`src/rtl/shdw_pkg.sv`:
```
package shdw_pkg;
  // Geometry of the legacy window
  localparam int SLOT_CNT   = 14;
  localparam int REG_CNT    = SLOT_CNT / 2;
  localparam int SLOT_W     = 4;
  localparam logic [7:0] CFG_FIRST = 8'h59;
  localparam logic [7:0] CFG_LAST  = CFG_FIRST + 8'(REG_CNT - 1);

  // Attribute bit positions inside a slot field
  localparam int BIT_RD = 0;
  localparam int BIT_WR = 1;

  // Address class of an access
  typedef enum logic [1:0] {
    RGN_PLAIN  = 2'd0,
    RGN_LEGACY = 2'd1,
    RGN_TOPFW  = 2'd2
  } rgn_e;
endpackage

```
`src/rtl/shdw_attr_regs.sv`:
```
module shdw_attr_regs
  import shdw_pkg::*;
(
  input  logic                clk,
  input  logic                rst_n,
  input  logic                cfg_we,
  input  logic [7:0]          cfg_addr,
  input  logic [7:0]          cfg_wdata,
  output logic [7:0]          cfg_rdata,
  output logic [SLOT_CNT-1:0] slot_rd_en,
  output logic [SLOT_CNT-1:0] slot_wr_en
);
  localparam int IDX_W = $clog2(REG_CNT);

  logic [7:0]       regs_q [REG_CNT];
  logic             hit;
  logic [IDX_W-1:0] idx;
  logic [7:0]       ofs;

  assign ofs = cfg_addr - CFG_FIRST;
  assign hit = (cfg_addr >= CFG_FIRST) && (cfg_addr <= CFG_LAST);
  assign idx = ofs[IDX_W-1:0];

  always_ff @(posedge clk or negedge rst_n) begin
    if (!rst_n) begin
      for (int i = 0; i < REG_CNT; i++) regs_q[i] <= 8'h00;
    end else if (cfg_we && hit) begin
      regs_q[idx] <= cfg_wdata;
    end
  end

  always_comb begin
    cfg_rdata = 8'h00;
    if (hit) cfg_rdata = regs_q[idx];
  end

  // Even slots sit in the low nibble, odd slots in the high nibble
  for (genvar s = 0; s < SLOT_CNT; s++) begin : g_slot
    localparam int LSB = (s % 2) * SLOT_W;
    assign slot_rd_en[s] = regs_q[s/2][LSB + BIT_RD];
    assign slot_wr_en[s] = regs_q[s/2][LSB + BIT_WR];
  end
endmodule

```
`src/rtl/shdw_addr_decode.sv`:
```
module shdw_addr_decode
  import shdw_pkg::*;
#(
  parameter int IMG_AW = 16
) (
  input  logic [31:0]       addr,
  output rgn_e              rgn,
  output logic [3:0]        slot,
  output logic              alias_hit,
  output logic [IMG_AW-1:0] img_off
);
  localparam int ALIAS_AW = (IMG_AW < 17) ? IMG_AW : 17;

  logic in_legacy;
  logic in_top;
  logic [IMG_AW-1:0] alias_off;

  assign in_legacy = (addr[31:20] == 12'h000) && (&addr[19:18]);
  assign in_top    = &addr[31:IMG_AW];

  always_comb begin
    if (in_top)         rgn = RGN_TOPFW;
    else if (in_legacy) rgn = RGN_LEGACY;
    else                rgn = RGN_PLAIN;
  end

  // 64 KB slot 1 at 0xF0000, 16 KB slots 2..13 from 0xC0000 upward
  always_comb begin
    if (addr[19:16] == 4'hF) slot = 4'd1;
    else                     slot = 4'd2 + addr[17:14];
  end

  // The alias ends at 0xFFFFF; it spans the image or 128 KB, whichever is smaller
  if (IMG_AW <= ALIAS_AW) begin : g_whole_img
    assign alias_hit = in_legacy && (&addr[19:IMG_AW]);
    assign alias_off = addr[IMG_AW-1:0];
  end else begin : g_img_tail
    assign alias_hit = in_legacy && (&addr[19:ALIAS_AW]);
    assign alias_off = {{(IMG_AW-ALIAS_AW){1'b1}}, addr[ALIAS_AW-1:0]};
  end

  always_comb begin
    if (in_top)         img_off = addr[IMG_AW-1:0];
    else if (alias_hit) img_off = alias_off;
    else                img_off = '0;
  end
endmodule

```
`src/rtl/shdw_route_stage.sv`:
```
module shdw_route_stage #(
  parameter int PW = 8
) (
  input  logic          clk,
  input  logic          rst_n,
  input  logic          in_valid,
  output logic          in_ready,
  input  logic [PW-1:0] in_data,
  output logic          out_valid,
  input  logic          out_ready,
  output logic [PW-1:0] out_data
);
  logic          vld_q;
  logic [PW-1:0] dat_q;
  logic          take;

  assign in_ready = !vld_q || out_ready;
  assign take     = in_valid && in_ready;

  always_ff @(posedge clk or negedge rst_n) begin
    if (!rst_n) begin
      vld_q <= 1'b0;
    end else if (take) begin
      vld_q <= 1'b1;
    end else if (out_ready) begin
      vld_q <= 1'b0;
    end
  end

  always_ff @(posedge clk or negedge rst_n) begin
    if (!rst_n)    dat_q <= '0;
    else if (take) dat_q <= in_data;
  end

  assign out_valid = vld_q;
  assign out_data  = dat_q;
endmodule

```
`src/rtl/shdw_decoder.sv`:
```
module shdw_decoder
  import shdw_pkg::*;
#(
  parameter int IMG_AW = 16
) (
  input  logic              clk,
  input  logic              rst_n,
  input  logic              cfg_we,
  input  logic [7:0]        cfg_addr,
  input  logic [7:0]        cfg_wdata,
  output logic [7:0]        cfg_rdata,
  input  logic              acc_valid,
  output logic              acc_ready,
  input  logic [31:0]       acc_addr,
  input  logic              acc_write,
  output logic              rt_valid,
  input  logic              rt_ready,
  output logic [31:0]       rt_addr,
  output logic              rt_write,
  output logic              rt_dram,
  output logic              rt_rom,
  output logic              rt_store,
  output logic              rt_img_hit,
  output logic [IMG_AW-1:0] rt_img_off
);
  localparam int PW = 32 + 5 + IMG_AW;

  logic [SLOT_CNT-1:0] rd_en;
  logic [SLOT_CNT-1:0] wr_en;
  rgn_e                rgn;
  logic [3:0]          slot;
  logic                alias_hit;
  logic [IMG_AW-1:0]   img_off;
  logic                slot_rd;
  logic                slot_wr;
  logic                to_dram;
  logic                img_hit;
  logic [PW-1:0]       pay_in;
  logic [PW-1:0]       pay_out;

  shdw_attr_regs u_regs (
    .clk        (clk),
    .rst_n      (rst_n),
    .cfg_we     (cfg_we),
    .cfg_addr   (cfg_addr),
    .cfg_wdata  (cfg_wdata),
    .cfg_rdata  (cfg_rdata),
    .slot_rd_en (rd_en),
    .slot_wr_en (wr_en)
  );

  shdw_addr_decode #(.IMG_AW(IMG_AW)) u_dec (
    .addr      (acc_addr),
    .rgn       (rgn),
    .slot      (slot),
    .alias_hit (alias_hit),
    .img_off   (img_off)
  );

  // Pick the attribute pair of the addressed slot
  always_comb begin
    slot_rd = 1'b0;
    slot_wr = 1'b0;
    for (int i = 0; i < SLOT_CNT; i++) begin
      if (slot == 4'(i)) begin
        slot_rd = rd_en[i];
        slot_wr = wr_en[i];
      end
    end
  end

  always_comb begin
    unique case (rgn)
      RGN_TOPFW:  to_dram = 1'b0;
      RGN_LEGACY: to_dram = acc_write ? slot_wr : slot_rd;
      default:    to_dram = 1'b1;
    endcase
  end

  assign img_hit = !to_dram && ((rgn == RGN_TOPFW) || alias_hit);

  assign pay_in = {acc_addr, acc_write, to_dram, !to_dram,
                   acc_write && to_dram, img_hit,
                   img_hit ? img_off : {IMG_AW{1'b0}}};

  shdw_route_stage #(.PW(PW)) u_stage (
    .clk       (clk),
    .rst_n     (rst_n),
    .in_valid  (acc_valid),
    .in_ready  (acc_ready),
    .in_data   (pay_in),
    .out_valid (rt_valid),
    .out_ready (rt_ready),
    .out_data  (pay_out)
  );

  assign {rt_addr, rt_write, rt_dram, rt_rom, rt_store, rt_img_hit, rt_img_off} = pay_out;
endmodule

```
`config.mk`:
```
export PLATFORM = sky130hd
export DESIGN_NAME = shdw_decoder
export DESIGN_NICKNAME = d
export VERILOG_FILES = /design/src/rtl/shdw_pkg.sv /design/src/rtl/shdw_attr_regs.sv /design/src/rtl/shdw_addr_decode.sv /design/src/rtl/shdw_route_stage.sv /design/src/rtl/shdw_decoder.sv
export SDC_FILE = /design/constraint.sdc
export NUM_CORES = 1
export LEC_CHECK = 0
export CAP_MARGIN = 20
export CORE_MARGIN = 2
export CORE_UTILIZATION = 55
export CTS_CLUSTER_DIAMETER = 100
export CTS_CLUSTER_SIZE = 25
export DETAILED_ROUTE_END_ITERATION = 12
export DONT_BUFFER_PORTS = 1
export GPL_TIMING_DRIVEN = 0
export PLACE_DENSITY = 0.66
export REMOVE_ABC_BUFFERS = 1
export SYNTH_ARGS = -nofsm -noshare
export SYNTH_HDL_FRONTEND = slang
export SYNTH_SLANG_ARGS = --single-unit
```
`constraint.sdc`:
```
create_clock -name clk -period 2.8 [get_ports clk]
set_input_delay 0.14 -clock clk [delete_from_list [all_inputs] [get_ports clk]]
set_output_delay 0.14 -clock clk [all_outputs]
set_load 0.05 [all_outputs]
```
==> results.cfg, run 1 <==
[floorplanning]
boundaryPins = 117
core_area_um2 = 9680
die_h_um = 103
rows = 36
dieWidth_um = 103
die_area_um2 = 10700
start_util_pct = 56.1

[setup_path]
crit_start = cfg_addr[0]
r2r-start = u_stage.out_valid
crit_required_ns = 2.66
crit_fanout = 18
crit_arrival_ns = 2.46
endpoint_kind = output pin
r2r_cells = 6
start_kind = input port
worstSetupPathType = input port to output pin

[global_routing]
grt_pass1_vias = 4108
grt_antenna_before_repair = 0
grt_pass1_wl_um = 20500
track_usage_pct = 25.2
grt_max_degree = 111
gr-total-overflow = 0

[route]
drt_iter0_markers = 159
wl_per_cell_um = 18.8
drtAntennaViolNets = 0
drc_errors = 0
routed_wl_um = 13300
vias = 4167
dr.pass1.iters = 4
via_per_inst = 5.90

[min_path]
holdPathStages = 2
hp-class = input port to flop
min-delay-start = acc_addr[14]

[synthesis]
synth_top_area_cell = dfrtp_1
synthCells = 533
ys_seq_area_share_pct = 50.6
synth.most_common_cell = dfrtp_1
synth_cell_type_count = 62
synth_ff_type = dfrtp_1
ys_ff_latch = 110
netlist.area_leader.share_pct = 50.6
post_synth.cell_area_avg_um2 = 10.2
ys_async_sr_fraction_pct = 100
yosysWarnings = 0
synth_common_cells = dfrtp_1 (110), nand2_1 (96), mux2_2 (53)
synth_area_um2 = 5440
synth-edff-count = 0
synth_area_leaders = dfrtp_1 (51%), mux2_2 (11%), nand2_1 (6.6%), o21ai_0 (3.3%), a22oi_1 (2.2%)

[placement]
gp_congestion = 0.857
dp_hpwl_um = 8650
pre_cts_ws_ns = -0.362
io_buffer_count = 0
place_inst = 646

[timing]
post-route-period-util_pct = 92.8
fin_ws_ns = 0.201
rsz0062_at_grt = false
maxSlewHeadroom_pct = 36.9
hold_viol_final = 0
final-max-slew-violation-count = 0
fin_worst_skew_ns = 0.0125
worst_pin_slew_ns = 0.942
fmax_ghz = 0.385
setup_viol = 0
finalCriticalPeriod_ns = 2.60

[layout]
multi_input_area_um2 = 2520
seqCellArea_um2 = 2750
syn2layout_area_growth_pct = 15.5
layout.cells.non_filler = 706
fin_nets = 625
finalCoreUtilization_pct = 64.8
nFillCells = 781
drive_above_1_share_pct = 19.4
num_antenna_cells = 0

[power]
power_density_nw_per_um2 = 546
leakage_nw = 2.89
ir_drop_mv = 0.252

[flow_run]
cap_violations = 0

[clocking]
clkTransAtPathRegs_ns = 0.11
post_cts_buffers = 0
h-tree-depth = 3
cts_sinks = 110
clk_root_buffer_cell = clkbuf_8
cts_buffers = 9
insertion_delay_ns = 0.39
clock_path_buffers = 2
cts_tree = built

[outcome]
status = completed
state kept, by name (all words and copies together) (netlist names):
name and flops:
u_stage.out_data 53, u_regs.regs_q 28, u_stage.out_valid 1, u_regs.slot_rd_en 14, u_regs.slot_wr_en 14
placed cells by master (no fill, tap or decap), types with 3 or more instances in the layout:
master | Yosys | routed
nand2_1 | 96 | 95
a21oi_1 | 15 | 15
o31ai_1 | 4 | 4
a21o_1 | 3 | 3
mux2_2 | 53 | 53
nor2_1 | 21 | 21
nor4_1 | 6 | 5
inv_1 | 24 | 24
dlygate4sd3_1 | 0 | 43
a31oi_1 | 8 | 8
a2bb2oi_1 | 4 | 4
clkbuf_8 | 2 | 9
o21ai_1 | 11 | 11
buf_4 | 1 | 5
dfrtp_1 | 110 | 110
o21ai_0 | 36 | 36
nand4_1 | 5 | 5
nand3_1 | 9 | 9
nor3_1 | 13 | 12
a22oi_1 | 16 | 16
nor3_2 | 4 | 5
mux2i_1 | 9 | 9
nor2b_1 | 4 | 4
nor2_2 | 4 | 3
metrics by stage:
stage / hold slack (ns) / total power (W) / TNS [ns] / cell area [um2]
floorplan: -0.156 / 0.00229 / -9.03 / 5290
global route: 0.0677 / 0.00359 / 0 / 6280
global placement: -0.153 / 0.00236 / -72.42 / 5460
CTS: 0.0330 / 0.00345 / 0 / 6270
finish: 0.0433 / 0.00343 / 0 / 6280
detailed placement: -0.153 / 0.00240 / -5.85 / 5610
worst max-delay path, cell delays in order:
cell     delay (ns)
inv_1          0.10
ha_2           0.26
xnor2_2        0.48
buf_8          0.24
nand2_1        0.07
mux4_2         0.46
nor3_2         0.70
worst paths after layout:
check	slack (ns)	end
max reg2reg	0.26	u_stage.out_data[13]
min reg2reg	0.52	u_regs.regs_q[27]
min	0.04	u_stage.out_data[14]
min in group asynchronous	0.31	u_stage.out_data[12]
max in group asynchronous	2.00	u_stage.out_data[30]
max	0.20	cfg_rdata[2]
area by class of cell:
cell class	count	share of cell area, %
Sequential cell	110	43.8
Tap cell	133	2.65
Multi-Input combinational cell	370	40.1
Clock inverter	7	1.18
Clock buffer	9	1.97
Inverter	24	1.43
Timing Repair Buffer	53	8.87
per-layer routing:
metal	wire, um	up-vias	track usage [%]
met4	251	0	9.01
met1	5600	2067	31.5
met2	6490	117	42.3
met3	921	21	6.65
li1	-	1962	-
met5	0	-	0
cell families after synthesis:
kind of cell	share of synthesized area [%]
AOI/OAI and AO/OA	13.8
DFF	50.6
adders and majority gates	0.691
xor gates and xnor gates	0.322
buffers and inverters	4.35
and+or+nand+nor	16.5
muxes	13.7
power by group:
group,total [W],internal [W],switching (W),leakage (nW)
sequential,0.00201,0.00169,0.000313,1.44
combinational,0.000457,0.000197,0.000260,1.35
clock,0.000966,0.000354,0.000613,0.101
repair_timing:
| item | in CTS | in global routing |
|---|---|---|
| hold buffers | 44 | 0 |
| pin swaps | 0 | 0 |
| cloned | 0 | 0 |
| hold endpoints to repair | 216 | 0 |
| gates resized for setup | 3 | 1 |
| setup endpoints to repair | 17 | 16 |
(Power assumes the default switching activity.)
==> run 2: changes to the inputs <==
Clock period 2.8 ns to 3.2 ns, I/O delays scaled along.
==> results.cfg, run 2 (same netlist as run 1, synthesis figures left out) <==
[global_routing]
track_usage_pct = 25.2
grt_max_degree = 111
gr-total-overflow = 0
grt_pass1_vias = 4126
grt_pass1_wl_um = 20500
grt_antenna_before_repair = 0

[layout]
final_cell_mix = dfrtp_1 (110), nand2_1 (95), mux2_2 (53)
syn2layout_area_growth_pct = 15.8
nFillCells = 779
fin_nets = 626
final_common_cell = dfrtp_1
drive_above_1_share_pct = 19.3
num_antenna_cells = 0
largest_register_ff_count = 53
multi_input_area_um2 = 2500
finalCoreUtilization_pct = 65.0
seqCellArea_um2 = 2750

[clocking]
cts_buffers = 9
clock_path_buffers = 2
clk_root_buffer_cell = clkbuf_8
insertion_delay_ns = 0.39
cts_sinks = 110
h-tree-depth = 3
cts_tree = built
post_cts_buffers = 0
clkTransAtPathRegs_ns = 0.11

[timing]
worst_pin_slew_ns = 0.912
fin_worst_skew_ns = 0.00843
rsz0062_at_grt = false
final-max-slew-violation-count = 0
maxSlewHeadroom_pct = 38.8
post-route-period-util_pct = 86.3
setup_viol = 0
finalCriticalPeriod_ns = 2.76
fmax_ghz = 0.362
hold_viol_final = 0

[setup_path]
crit_arrival_ns = 3.07
worstSetupPathType = flop to flop
r2r-start = u_stage.out_valid
crit_fanout = 39
crit_required_ns = 3.51
endpoint_kind = flop
start_kind = flop
crit_start = u_stage.out_valid

[placement]
gp_congestion = 0.857
io_buffer_count = 0
dp_hpwl_um = 8650

[route]
dr.pass1.iters = 4
wl_per_cell_um = 18.9
drt_iter0_markers = 185
routed_wl_um = 13400
drtAntennaViolNets = 0
vias = 4182
via_per_inst = 5.92
drc_errors = 0

[floorplanning]
die_h_um = 103
dieWidth_um = 103
core_area_um2 = 9680
die_area_um2 = 10700
start_util_pct = 56.1
rows = 36
boundaryPins = 117

[power]
total_power_w = 0.00300
ir_drop_mv = 0.223
power_density_nw_per_um2 = 477
leakage_nw = 2.90

[min_path]
hp-class = input port to flop
min-delay-start = acc_addr[14]

[flow_run]
cap_violations = 0

[outcome]
status = completed
[run 2: changes by cell type in the layout (fill, tap and decap cells not counted), sizes merged]
cell,change
buf,+1
[run 2: power by group]
part / internal, W / switching, W / total, W
Sequential: 0.00148 / 0.000274 / 0.00176
Combinational: 0.000178 / 0.000229 / 0.000406
Clock: 0.000309 / 0.000532 / 0.000841
[run 2: worst paths after layout]
path	depth (start not counted)	end	slack (ns)
min	2	u_stage.out_data[14]	0.07
max in group asynchronous	2	u_regs.slot_wr_en[12]	2.44
max	6	u_stage.out_data[9]	0.44
max reg2reg	6	u_stage.out_data[9]	0.44
min in group asynchronous	2	u_stage.out_data[25]	0.37
min reg2reg	1	u_regs.regs_q[19]	0.52
[run 2: final cells by class]
cell class | count | area share [%]
clock buffers | 9 | 1.97
clock inverters | 7 | 1.17
inverters | 24 | 1.43
multi-input cells | 370 | 39.8
flip-flops and latches | 110 | 43.7
well taps | 133 | 2.64
repair buffers | 54 | 9.28
[run 2: through the flow]
stage	setup WS, ns	hold slack, ns	cell area, um2	cells	TNS (ns)
after floorplan	-1.19	-0.136	5290	504	-2.89
after global placement	-2.21	-0.133	5460	637	-32.72
after detailed placement	0.0176	-0.133	5610	646	0
after CTS	0.212	0.0530	6260	706	0
after global routing	0.242	0.0899	6290	707	0
final	0.437	0.0661	6290	707	0
[run 2: what timing repair did]
action | CTS | global route
hold buffers | 44 | 0
setup endpoints to repair | 0 | 8
endpoints found under the hold margin | 215 | 0
resized for setup | 0 | 1
[run 2: critical path, cell delays in order (launching register included)]
cell and delay [ns]:
dfrtp_1 0.60, nand2b_2 0.38, nand2_2 0.42, buf_12 0.32, nor2_2 0.64, a22oi_1 0.15, o21ai_1 0.15
[run 2: per-layer routing]
layer	track usage (%)	up-vias	share of wire, %
met2	42.2	133	50
met4	9.82	0	1.8
met3	6.12	19	7.4
met5	0	-	0
li1	-	1958	-
met1	31.5	2072	41
